<file path="src/rtl/wdog_pkg.sv">
`timescale 1ns/1ps
package wdog_pkg;
    localparam int RATE_W = 3;

    localparam int CTL_WIN_BIT  = 7;
    localparam int CTL_STOP_BIT = 6;
    localparam int CTL_MASK_BIT = 5;

    localparam logic ADDR_CTL = 1'b0;
    localparam logic ADDR_SVC = 1'b1;

    localparam logic [7:0] KEY_ARM  = 8'h55;
    localparam logic [7:0] KEY_FIRE = 8'hAA;

    typedef enum logic [1:0] {
        SEQ_IDLE  = 2'd0,
        SEQ_ARMED = 2'd1,
        SEQ_TRIP  = 2'd2
    } seq_state_t;
endpackage

</file>
<file path="src/rtl/wdog_ctl_reg.sv">
`timescale 1ns/1ps
module wdog_ctl_reg
    import wdog_pkg::*;
#(
    parameter logic              RST_WIN  = 1'b0,
    parameter logic              RST_STOP = 1'b0,
    parameter logic [RATE_W-1:0] RST_RATE = '0
) (
    input  logic              clk,
    input  logic              rst_n,
    input  logic              special_mode,
    input  logic              wr_ctl,
    input  logic [7:0]        wdata,
    output logic              win_en,
    output logic              stop_dbg,
    output logic [RATE_W-1:0] rate,
    output logic              restart,
    output logic              locked,
    output logic [7:0]        rdata
);
    logic              win_q, stop_q, lock_q;
    logic [RATE_W-1:0] rate_q;
    logic              win_d, stop_d, lock_d;
    logic [RATE_W-1:0] rate_d;
    logic              field_ok, rate_nz;
    logic              unused_rsv;

    assign unused_rsv = ^wdata[4:3];

    // Fields may change only when unmasked and either special or unlocked
    assign field_ok = !wdata[CTL_MASK_BIT] && (special_mode || !lock_q);
    assign rate_nz  = (wdata[RATE_W-1:0] != '0);

    always_comb begin
        win_d  = win_q | (field_ok & wdata[CTL_WIN_BIT]);
        rate_d = (field_ok && rate_nz) ? wdata[RATE_W-1:0] : rate_q;
        stop_d = special_mode ? wdata[CTL_STOP_BIT] : (stop_q | wdata[CTL_STOP_BIT]);
        lock_d = lock_q | (!special_mode && !wdata[CTL_MASK_BIT]);
    end

    always_ff @(posedge clk or negedge rst_n) begin
        if (!rst_n) begin
            win_q  <= RST_WIN;
            stop_q <= RST_STOP;
            rate_q <= RST_RATE;
            lock_q <= 1'b0;
        end else if (wr_ctl) begin
            win_q  <= win_d;
            stop_q <= stop_d;
            rate_q <= rate_d;
            lock_q <= lock_d;
        end
    end

    assign restart  = wr_ctl && ((field_ok && rate_nz) || (!stop_q && stop_d));
    assign win_en   = win_q;
    assign stop_dbg = stop_q;
    assign rate     = rate_q;
    assign locked   = lock_q;
    assign rdata    = {win_q, stop_q, 3'b000, rate_q};
endmodule

</file>
<file path="src/rtl/wdog_counter.sv">
`timescale 1ns/1ps
module wdog_counter
    import wdog_pkg::*;
#(
    parameter int BASE_SHIFT = 12,
    parameter int CNT_W      = BASE_SHIFT + 15
) (
    input  logic              clk,
    input  logic              rst_n,
    input  logic [RATE_W-1:0] rate,
    input  logic              stop_dbg,
    input  logic              debug_halt,
    input  logic              clear,
    output logic [CNT_W-1:0]  cnt,
    output logic              in_window,
    output logic              expire
);
    logic [CNT_W-1:0] cnt_q, period, last, win_start;
    logic             run;

    always_comb begin
        period    = CNT_W'(1) << (BASE_SHIFT + 2 * int'(rate));
        last      = period - CNT_W'(1);
        win_start = period - (period >> 2);
    end

    assign run       = (rate != '0) && !(stop_dbg && debug_halt);
    assign expire    = run && (cnt_q == last);
    assign in_window = (cnt_q >= win_start);

    always_ff @(posedge clk or negedge rst_n) begin
        if (!rst_n)
            cnt_q <= '0;
        else if (clear || expire)
            cnt_q <= '0;
        else if (run)
            cnt_q <= cnt_q + CNT_W'(1);
    end

    assign cnt = cnt_q;
endmodule

</file>
<file path="src/rtl/wdog_seq.sv">
`timescale 1ns/1ps
module wdog_seq
    import wdog_pkg::*;
(
    input  logic       clk,
    input  logic       rst_n,
    input  logic       svc_wr,
    input  logic [7:0] wdata,
    input  logic       active,
    input  logic       win_mode,
    input  logic       in_window,
    input  logic       expire,
    output logic       kick,
    output logic       rst_req
);
    seq_state_t state_q, state_d;

    always_comb begin
        state_d = state_q;
        kick    = 1'b0;
        unique case (state_q)
            SEQ_TRIP: state_d = SEQ_IDLE;
            SEQ_IDLE, SEQ_ARMED: begin
                if (svc_wr && active) begin
                    if (win_mode && !in_window)
                        state_d = SEQ_TRIP;
                    else if (wdata == KEY_ARM)
                        state_d = SEQ_ARMED;
                    else if (wdata == KEY_FIRE && state_q == SEQ_ARMED) begin
                        state_d = SEQ_IDLE;
                        kick    = 1'b1;
                    end else
                        state_d = SEQ_TRIP;
                end
                if (expire && !kick)
                    state_d = SEQ_TRIP;
            end
            default: state_d = SEQ_IDLE;
        endcase
    end

    always_ff @(posedge clk or negedge rst_n) begin
        if (!rst_n)
            state_q <= SEQ_IDLE;
        else
            state_q <= state_d;
    end

    always_comb begin
        rst_req = (state_q == SEQ_TRIP);
    end
endmodule

</file>
<file path="src/rtl/win_watchdog.sv">
`timescale 1ns/1ps
module win_watchdog
    import wdog_pkg::*;
#(
    parameter int                BASE_SHIFT = 12,
    parameter logic              RST_WIN    = 1'b0,
    parameter logic              RST_STOP   = 1'b0,
    parameter logic [RATE_W-1:0] RST_RATE   = '0
) (
    input  logic       clk,
    input  logic       rst_n,
    input  logic       special_mode,
    input  logic       debug_halt,
    input  logic       bus_wr,
    input  logic       bus_addr,
    input  logic [7:0] bus_wdata,
    output logic [7:0] ctl_rdata,
    output logic       rst_req
);
    localparam int CNT_W = BASE_SHIFT + 15;

    logic              wr_ctl, wr_svc;
    logic              win_en, stop_dbg, ctl_restart, lock_q;
    logic [RATE_W-1:0] rate;
    logic [CNT_W-1:0]  cnt_q;
    logic              win_open, expire, kick, clear;

    assign wr_ctl = bus_wr && (bus_addr == ADDR_CTL);
    assign wr_svc = bus_wr && (bus_addr == ADDR_SVC);
    assign clear  = kick || ctl_restart || rst_req;

    wdog_ctl_reg #(
        .RST_WIN (RST_WIN),
        .RST_STOP(RST_STOP),
        .RST_RATE(RST_RATE)
    ) u_ctl (
        .clk         (clk),
        .rst_n       (rst_n),
        .special_mode(special_mode),
        .wr_ctl      (wr_ctl),
        .wdata       (bus_wdata),
        .win_en      (win_en),
        .stop_dbg    (stop_dbg),
        .rate        (rate),
        .restart     (ctl_restart),
        .locked      (lock_q),
        .rdata       (ctl_rdata)
    );

    wdog_counter #(
        .BASE_SHIFT(BASE_SHIFT),
        .CNT_W     (CNT_W)
    ) u_cnt (
        .clk       (clk),
        .rst_n     (rst_n),
        .rate      (rate),
        .stop_dbg  (stop_dbg),
        .debug_halt(debug_halt),
        .clear     (clear),
        .cnt       (cnt_q),
        .in_window (win_open),
        .expire    (expire)
    );

    wdog_seq u_seq (
        .clk      (clk),
        .rst_n    (rst_n),
        .svc_wr   (wr_svc),
        .wdata    (bus_wdata),
        .active   (rate != '0),
        .win_mode (win_en),
        .in_window(win_open),
        .expire   (expire),
        .kick     (kick),
        .rst_req  (rst_req)
    );
endmodule

</file>
<file path="config.mk">
export PLATFORM = sky130hd
export DESIGN_NAME = win_watchdog
export DESIGN_NICKNAME = d
export VERILOG_FILES = /design/src/rtl/wdog_pkg.sv /design/src/rtl/wdog_ctl_reg.sv /design/src/rtl/wdog_counter.sv /design/src/rtl/wdog_seq.sv /design/src/rtl/win_watchdog.sv
export SDC_FILE = /design/constraint.sdc
export NUM_CORES = 1
export LEC_CHECK = 0
export BUFFER_PORTS_ARGS = -buffer_cell sky130_fd_sc_hd__buf_2
export CAP_MARGIN = 15
export CORE_UTILIZATION = 55
export CTS_CLUSTER_DIAMETER = 200
export DETAILED_ROUTE_END_ITERATION = 6
export PLACE_DENSITY_LB_ADDON = 0.3
export SLEW_MARGIN = 5
export SYNTH_ARGS = -nofsm -noshare
export SYNTH_HDL_FRONTEND = slang
export SYNTH_SLANG_ARGS = --single-unit
export TNS_END_PERCENT = 100
</file>
<file path="constraint.sdc">
create_clock -name clk -period 7.7 [get_ports clk]
set_input_delay 1.155 -clock clk [delete_from_list [all_inputs] [get_ports clk]]
set_output_delay 1.155 -clock clk [all_outputs]
set_load 0.01 [all_outputs]
</file>
# Word level (Yosys, flattened, before mapping)
# Index checks and enable logic that the tools add are counted.
dict set report op_classes {
  n_addsub 4
  mul 0
  n_div 0
  order_cmp 1
  eq_ne 6
  n_shift 1
  n_mux 15
  bitwise_logic 5
  n_reduce_logical 32
}
# cell n
set op_table {}
lappend op_table {{two-way mux 27 bit} 2}
lappend op_table {{left shift 1 x 32 -> 27 bit, first input constant} 1}
lappend op_table {{adder 27 x 1 -> 27 bit, second input constant} 1}
lappend op_table {{== test 27 bit} 1}
lappend op_table {{greater-or-equal comparator 27 bit} 1}
lappend op_table {{subtractor 27 x 1 -> 27 bit, second input constant} 1}
lappend op_table {{subtractor 27 x 25 -> 27 bit} 1}
lappend op_table {{logical AND 1 bit} 14}
lappend op_table {{two-way mux 2 bit} 6}
lappend op_table {{== test 8 x 7 -> 1 bit, second input constant} 1}
lappend op_table {{== test 8 bit, second input constant} 1}
lappend op_table {{zero test 1 bit} 7}
lappend op_table {{two-way mux 1 bit} 7}
lappend op_table {{nonzero test 3 bit} 2}
lappend op_table {{adder 4 x 4 -> 5 bit, first input constant} 1}
lappend op_table {{logical OR 1 bit} 5}
lappend op_table {{inequality test 3 x 1 -> 1 bit, second input constant} 1}
lappend op_table {{OR 1 bit} 3}
lappend op_table {{== test 2 x 1 -> 1 bit, second input constant} 1}
lappend op_table {{== test 2 bit, second input constant} 1}
lappend op_table {{zero test 2 bit} 1}
lappend op_table {{AND reduction 2 bit} 1}
lappend op_table {{nonzero test 2 bit} 1}
lappend op_table {{OR reduction 2 bit} 1}
lappend op_table {{other kinds (2)} 2}
dict set report word_totals {
  register_bits 35
  latchBits 0
  ramBits 0
  mem_bits_ro 0
  wordCells 70
  n_memories 0
}

# Logic depth before layout (Yosys ltp)
# Gate-level depths: netlist of run 1.
dict set report depth {
  word_depth 14
  ltp_mapped 23
  depth_no_buf 19
}

# Hierarchy
# Synthesis of run 1 repeated with hierarchy kept, for this count alone.
dict set report unflattened {
  cells_unflattened 407
  hier_area_um2 3570.9
}
# mod instances cells_each area_each_um2
set modules_own_cells {}
lappend modules_own_cells {wdog_counter 1 350 3014.1}
lappend modules_own_cells {wdog_ctl_reg 1 34 346.6}
lappend modules_own_cells {wdog_seq 1 19 185.2}
lappend modules_own_cells {win_watchdog 1 4 25.0}

# Worst setup path after synthesis of run 1
# Ideal clock, no wire load.
dict set report synth_timing {
  path_kind {register -> register}
  from {register u_ctl.rate_q[1], in the netlist u_ctl.rate[1]}
  to {register u_cnt.cnt_q[18], in the netlist u_cnt.cnt[18]}
  setup_time_ns 0.080
  arrival_ns 4.604
  required_ns 7.620
  slack_ns 3.016
  stages_incl_launch_ff 24
  period_less_slack_ns 4.684
  path_cell_list {dfrtp_1 buf_2 inv_1 ha_1 buf_2 clkbuf_1 nand2_1 or3_1 ha_1 o21ba_2 o21bai_1 a221oi_1 o31ai_1 a21boi_0 xnor2_1 ha_1 a21oi_1 o22ai_1 nor3_1 nand3_1 a31o_1 buf_6 buf_12 nor3_4}
}
dict set report synth_between {
  elab_chain_len 14
  elab_cells_between_ends 21
  classes_between {add/sub (3); order compare (1); eq/ne (1); shift (1); mux (5); reduce/logical (10)}
}
# item line
set synth_lines {}
lappend synth_lines {{start, declared} wdog_ctl_reg.sv:22} ;# logic [RATE_W-1:0] rate_q;
lappend synth_lines {{start signal, assigned} wdog_ctl_reg.sv:50} ;# rate_q <= rate_d;
lappend synth_lines {{adder 4 x 4 -> 5 bit} wdog_counter.sv:22} ;# period = CNT_W'(1) << (BASE_SHIFT + 2 * int'(rate));
lappend synth_lines {{left shift 1 x 32 -> 27 bit} wdog_counter.sv:22}
lappend synth_lines {{subtractor 27 x 25 -> 27 bit} wdog_counter.sv:24} ;# win_start = period - (period >> 2);
lappend synth_lines {{greater-or-equal comparator 27 bit} wdog_counter.sv:29} ;# assign in_window = (cnt_q >= win_start);
lappend synth_lines {{zero test 1 bit} wdog_seq.sv:25} ;# if (win_mode && !in_window)
lappend synth_lines {{logical AND 1 bit} wdog_seq.sv:25}
lappend synth_lines {{two-way mux 1 bit} wdog_seq.sv:25}
lappend synth_lines {{two-way mux 1 bit} wdog_seq.sv:24} ;# if (svc_wr && active) begin
lappend synth_lines {{two-way mux 1 bit (2 in a row)} wdog_seq.sv:21} ;# unique case (state_q)
lappend synth_lines {{logical OR 1 bit (2 in a row)} win_watchdog.sv:30} ;# assign clear = kick || ctl_restart || rst_req;
lappend synth_lines {{logical OR 1 bit} wdog_counter.sv:34} ;# else if (clear || expire)
lappend synth_lines {{two-way mux 27 bit or nonzero test 2 bit (tied branches)} n/a}
lappend synth_lines {{end signal, assigned} wdog_counter.sv:37} ;# cnt_q <= cnt_q + CNT_W'(1);
lappend synth_lines {{end, declared} wdog_counter.sv:18} ;# logic [CNT_W-1:0] cnt_q, period, last, win_start;
# Parallel ways exist; a longest one is shown, timed or not. The select of a mux whose other input is x is not followed.
# A chain may end at the register's enable or synchronous reset.

# Worst setup path in the final report of run 1
dict set report layout_timing {
  from {register u_ctl.rate_q[1], in the netlist u_ctl.rate[1]}
  to {register u_cnt.cnt_q[3], in the netlist u_cnt.cnt[3]}
}
# Same word-level chain as after synthesis.

==> out/qor.txt, run 1 <==
Status - finished clean
Final hold slack - 0.479 ns
Die X-Extent - 82.5 um
Share of cells above drive strength 1 - 16.0%
CTS clock-pin slew for the worst setup and hold paths - 0.08 ns
Synth top cells by count - ha_1, dfrtp_1, nand2_1
Setup crit end kind - register
Setup TNS - 0 ns
Final Max Slew Viols - 0
First-pass GRT wire length - 13.8 mm
Detailed Place HPWL - 6.28 mm
Core area - 0.00610 mm^2
Pin slew with the least headroom to its limit - 0.825 ns
Via-to-Cell Ratio - 6.24
Site Rows - 28
Dominant cells by area after synthesis - dfrtp_1, ha_1, xor2_1
Required @ worst endpoint - 7.85 ns
Die Y - 82.5 um
Placer congestion estimate - 0.900
Post-synth EDFFs - 0
Area delta synth->final - 4.29%
Synth Register Bits - 35
Crit path max fanout - 23
Level count of the clock H-tree - 2
Worst vdd ir - 0.170 mV
Share of the synthesized area in the top cell type - 24.6%
Worst setup margin - 2.08 ns
Num CTS Buffers - 5
Setup Fix Bufs, Post-CTS - 0
F_max - 178 MHz
# DRC - 0
Later-pin clock latency in the skew report - 0.29 ns
Cells after Synth - 397
Final wirelength - 8.35 mm
Main synth FF type - dfrtp_1
Psw - 415 uW
Synth area leader - dfrtp_1
Clock root buffer - clkbuf_8
Slew HR - 44.5%
Period utilisation layout - 73.0%
Num ports - 23
Fillers - 559
Flop2flop setup slack - 2.08 ns
Initial Utilization - 58.4%
Largest net degree at the start of global routing - 36
Post-cts resize count - 0
Critical Path Start Type - register
Total GRT Usage - 27.2%
Hold Vio Cnt, Final - 0
Multi-input logic area - 0.00245 mm^2
CTS Sinks - 35
Reg power frac - 26.0%
First DRT Iteration DRCs - 145
Comb pwr share - 58.9%
Leakage power - 1.70 nW
Pwr/cell area - 240 mW/mm^2
Crit path DAT - 5.78 ns
Internal power - 478 uW
Net Sw Frac - 46.4%
N_diodes - 0
Number of max-cap violations - 0
Register area - 876 um^2
Endpoints failing setup - 0
Distinct cells, synth - 71
Maximum clock path buffer count - 2
Final Skew - 0.00560 ns
Ys async rst share - 100%
Routed WL per cell - 17.4 um
Clock power frac - 15.1%
Vias in the first global route - 2876
CTS tree - built
RSZ-0062 raised after global routing - false
Pre-antenna DRT Iters - 4
Most frequent cell after synthesis - ha_1
Yosys warns - 0
Synthesized cell area - 0.00356 mm^2
Register area share after synthesis - 24.6%
Post-CTS Hold Buffers - 0
Final #Nets - 464
Number of port buffers - 19
Grt total ovfl - 0
Min Tclk post-route - 5.62 ns
Full die area - 0.00680 mm^2
Hold crit path type - register to register
Post-layout util - 60.9%
Mean post-synth cell area - 8.97 um^2
Post-route ant nets - 0
Crit path kind - register to register
Pre-CTS setup slack - 2.15 ns
Initial antenna violation count - 0
Vias - 3002
final cells by class:
class	count	area share (%)
clock buffers	6	1.95
clock inverters	2	0.337
inverters	25	2.53
multi-input cells	317	66.1
flip-flops and latches	35	23.6
well taps	75	2.53
repair buffers	21	2.96
sequential cells by signal, summed over array words and instances, names as in the netlist:
signal / count
u_cnt.cnt: 27
u_ctl.stop_dbg: 1
u_ctl.win_en: 1
u_ctl.rate: 3
u_seq.state_q: 2
u_ctl.locked: 1
metal layers:
layer / GRT usage [%] / wire length [um] / vias to the layer above
met5: 0 / 0 / -
met4: 8.60 / 142 / 0
met3: 5.16 / 330 / 11
met2: 44.0 / 3900 / 68
met1: 36.7 / 3980 / 1476
li1: - / - / 1447
cell usage in the layout (no fill, tap or decap), types with 3 or more instances in the layout:
cell type / synthesis / routed
ha_1: 45 / 45
dfrtp_1: 35 / 35
nand2_1: 28 / 28
xor2_1: 27 / 27
inv_1: 25 / 25
nor3_2: 19 / 19
buf_2: 6 / 19
nand3_1: 17 / 17
xnor2_1: 17 / 17
nor3_1: 14 / 14
a21oi_1: 12 / 12
nand4_1: 12 / 12
o21ai_0: 12 / 12
nor2_1: 11 / 11
nor4_1: 9 / 9
or2_2: 5 / 5
nor2b_1: 5 / 5
clkbuf_8: 0 / 5
and2_1: 4 / 4
or3_1: 4 / 4
o21a_1: 4 / 4
a31oi_1: 4 / 4
and4_1: 4 / 4
or4b_1: 3 / 3
nand2b_1: 3 / 3
nand4b_1: 3 / 3
o211ai_1: 3 / 3
and3_1: 3 / 3
conb_1: 1 / 3
cells by family (layout without fill, tap and decap cells):
kind of cell / after synthesis / count (layout) / synth area share (%)
AO/OA/AOI/OAI: 61 / 61 / 11.7
XOR/XNOR: 44 / 44 / 10.8
adder cells (fa/ha/maj): 45 / 45 / 15.8
buffers and inverters: 47 / 54 / 6.92
flip-flops: 35 / 35 / 24.6
multiplexers: 4 / 4 / 1.19
other: 1 / 3 / 0.105
AND/OR/NAND/NOR: 160 / 160 / 28.8
critical path, stage by stage, from the launching register on:
cell and delay [ns]:
dfrtp_1 0.70, inv_1 0.20, ha_1 0.59, nand2_1 0.07
or3_1 0.41, ha_1 0.33, o21ba_2 0.21, o21bai_1 0.17
a221oi_1 0.12, o31ai_1 0.56, a21boi_0 0.30, xnor2_1 0.20
ha_1 0.31, nand2_1 0.07, nor3_1 0.18, a22oi_1 0.11
nand3_1 0.13, a31o_1 0.30, buf_4 0.39, nor3_1 0.11
power groups by stage:
| stage | sequential [mW] | combinational, mW | clock [mW] |
|---|---|---|---|
| 2_1_floorplan | 0.224 | 0.412 | 0 |
| 3_3_place_gp | 0.234 | 0.498 | 0 |
| 3_5_place_dp | 0.235 | 0.514 | 0 |
| 4_1_cts | 0.231 | 0.520 | 0.137 |
| 5_1_grt | 0.235 | 0.578 | 0.145 |
| 6_report | 0.233 | 0.526 | 0.135 |
stage by stage:
step / std cells / total power [mW] / cell area, um^2
finish: 481 / 0.893 / 3710
global route: 481 / 0.958 / 3710
CTS: 481 / 0.888 / 3710
detailed placement: 473 / 0.749 / 3630
global placement: 473 / 0.731 / 3630
floorplan: 399 / 0.636 / 3570
final timing paths:
check                              start               end  cells after the start
max in group asynchronous          rst_n      u_cnt.cnt[6]                      1
min in group asynchronous          rst_n  u_seq.state_q[1]                      1
hold / removal              u_ctl.locked      u_ctl.locked                      1
setup reg to reg           u_ctl.rate[1]      u_cnt.cnt[3]                     19
hold reg to reg             u_ctl.locked      u_ctl.locked                      1
setup / recovery           u_ctl.rate[1]      u_cnt.cnt[3]                     19
No activity file was read; power rests on OpenSTA's default activity.
==> run 2, diff against run 1 <==
==> constraint.sdc (replaced) <==
create_clock -name clk -period 5.2 [get_ports clk]
set_input_delay 0.78 -clock clk [delete_from_list [all_inputs] [get_ports clk]]
set_output_delay 0.78 -clock clk [all_outputs]
set_load 0.01 [all_outputs]
==> run 2 against run 1 <==
  * Utilization is 0.41 points higher
  * Clock power is 47% higher
  * Sequential power is 44% higher
  * Largest power group unchanged
  * Combinational power is 48% higher
  * Setup slack worse by 1.7 ns
  * Clock-buffer cell count stayed put
  * Global-route usage is 0.33 points lower
==> out/qor.txt, run 2 (synthesis gave the netlist of run 1 again) <==
Num CTS Buffers - 5
Register area - 876 um^2
CTS clock-pin slew for the worst setup and hold paths - 0.07 ns
Via-to-Cell Ratio - 6.21
Area delta synth->final - 4.99%
Hold Vio Cnt, Final - 0
Placed cell area - 0.00365 mm^2
Crit path max fanout - 27
Final #Nets - 467
Status - finished clean
Leakage power - 1.72 nW
Total GRT Usage - 26.9%
Pre-antenna DRT Iters - 7
Number of max-cap violations - 0
Crit path kind - register to register
Setup crit end kind - register
Psw - 590 uW
Routed WL per cell - 17.2 um
Reg power frac - 25.6%
Most common cell after layout, fill and taps aside - ha_1
Max reg flops - 27
Required @ worst endpoint - 5.40 ns
Later-pin clock latency in the skew report - 0.29 ns
Slew HR - 43.4%
Final wirelength - 8.29 mm
Post-route ant nets - 0
Clock power frac - 15.1%
Pwr/cell area - 351 mW/mm^2
Largest net degree at the start of global routing - 36
Critical Path Source - u_ctl.rate[2]
Fillers - 572
Crit path DAT - 5.05 ns
Full die area - 0.00680 mm^2
Net Sw Frac - 45.0%
Share of cells above drive strength 1 - 16.7%
Final hold slack - 0.481 ns
Worst vdd ir - 0.227 mV
Worst Hold Launch - u_ctl.locked
Pre-CTS setup slack - 0.451 ns
Initial Utilization - 58.4%
Final Max Slew Viols - 0
Maximum clock path buffer count - 2
Endpoints failing setup - 0
CTS Sinks - 35
Post-CTS Hold Buffers - 0
First-pass GRT wire length - 13.7 mm
Die X-Extent - 82.5 um
Comb pwr share - 59.4%
Min Tclk post-route - 4.86 ns
Clock root buffer - clkbuf_8
Number of port buffers - 19
Setup Fix Bufs, Post-CTS - 0
Pin slew with the least headroom to its limit - 0.841 ns
Site Rows - 28
Final Skew - 0.00999 ns
Detailed Place HPWL - 6.42 mm
Reg-to-reg startpoint - u_ctl.rate[2]
Setup TNS - 0 ns
Placer congestion estimate - 0.875
Post-cts resize count - 0
Most frequent cells in the layout - ha_1, dfrtp_1, nand2_1, xor2_1, inv_1
F_max - 206 MHz
Final Non-Filler Cells - 483
# DRC - 0
CTS tree - built
Final instance area - 0.00374 mm^2
N_diodes - 0
Die Y - 82.5 um
Hold crit path type - register to register
Internal power - 723 uW
Initial antenna violation count - 0
Core area - 0.00610 mm^2
Vias - 3000
Vias in the first global route - 2865
Grt total ovfl - 0
RSZ-0062 raised after global routing - false
Worst setup margin - 0.340 ns
Period utilisation layout - 93.5%
First DRT Iteration DRCs - 156
Level count of the clock H-tree - 2
Num ports - 23
Multi-input logic area - 0.00245 mm^2
Critical Path Start Type - register
Placed Instances - 476
run 2: layout make-up:
class | count | area share, %
Sequential cell | 35 | 23.4
Tap cell | 75 | 2.51
Clock buffer | 6 | 2.21
Clock inverter | 1 | 0.134
Timing Repair Buffer | 24 | 3.55
Multi-Input combinational cell | 317 | 65.7
Inverter | 25 | 2.51
run 2: path summary, 6_finish.rpt:
| kind | slack, ns | to | cells after the start |
|---|---|---|---|
| worst max-delay path | 0.34 | u_cnt.cnt[3] | 16 |
| worst min-delay path | 0.48 | u_ctl.locked | 1 |
| worst max register to register | 0.34 | u_cnt.cnt[3] | 16 |
| worst min register to register | 0.48 | u_ctl.locked | 1 |
| max in group asynchronous | 4.15 | u_cnt.cnt[12] | 1 |
| min in group asynchronous | 0.56 | u_cnt.cnt[18] | 1 |
run 2: power groups by stage:
stage	Sequential (mW)	Combinational, mW	Clock [mW]
after floorplan	0.331	0.610	0
after global placement	0.338	0.747	0
after detailed placement	0.340	0.770	0
after CTS	0.335	0.773	0.202
after global routing	0.340	0.865	0.212
final	0.336	0.780	0.198
run 2: metal layers:
| layer | GRT usage, % | up-vias | share of wire, % |
|---|---|---|---|
| met3 | 3.30 | 6 | 4.2 |
| met4 | 6.84 | 0 | 0.71 |
| met5 | 0 | - | 0 |
| met2 | 45.3 | 68 | 48 |
| li1 | - | 1456 | - |
| met1 | 36.5 | 1470 | 47 |
run 2: through the flow:
stage,total power [mW],util (%)
floorplan,0.941,-
detailed placement,1.11,59.9
global route,1.42,61.3
global placement,1.08,59.9
CTS,1.31,61.3
finish,1.31,61.3
run 2: critical path, cell delays in order, from the launching register on:
cell and delay, ns:
dfrtp_1 0.48, inv_1 0.16, ha_1 0.31, buf_4 0.19, or4b_1 0.60, ha_1 0.40, nor4b_1 0.65, or2_2 0.25
xor2_1 0.15, ha_1 0.26, a21oi_1 0.12, o21ai_0 0.11, a22oi_1 0.24, nand3_1 0.15, a31o_1 0.20, buf_4 0.24
nor3_1 0.22
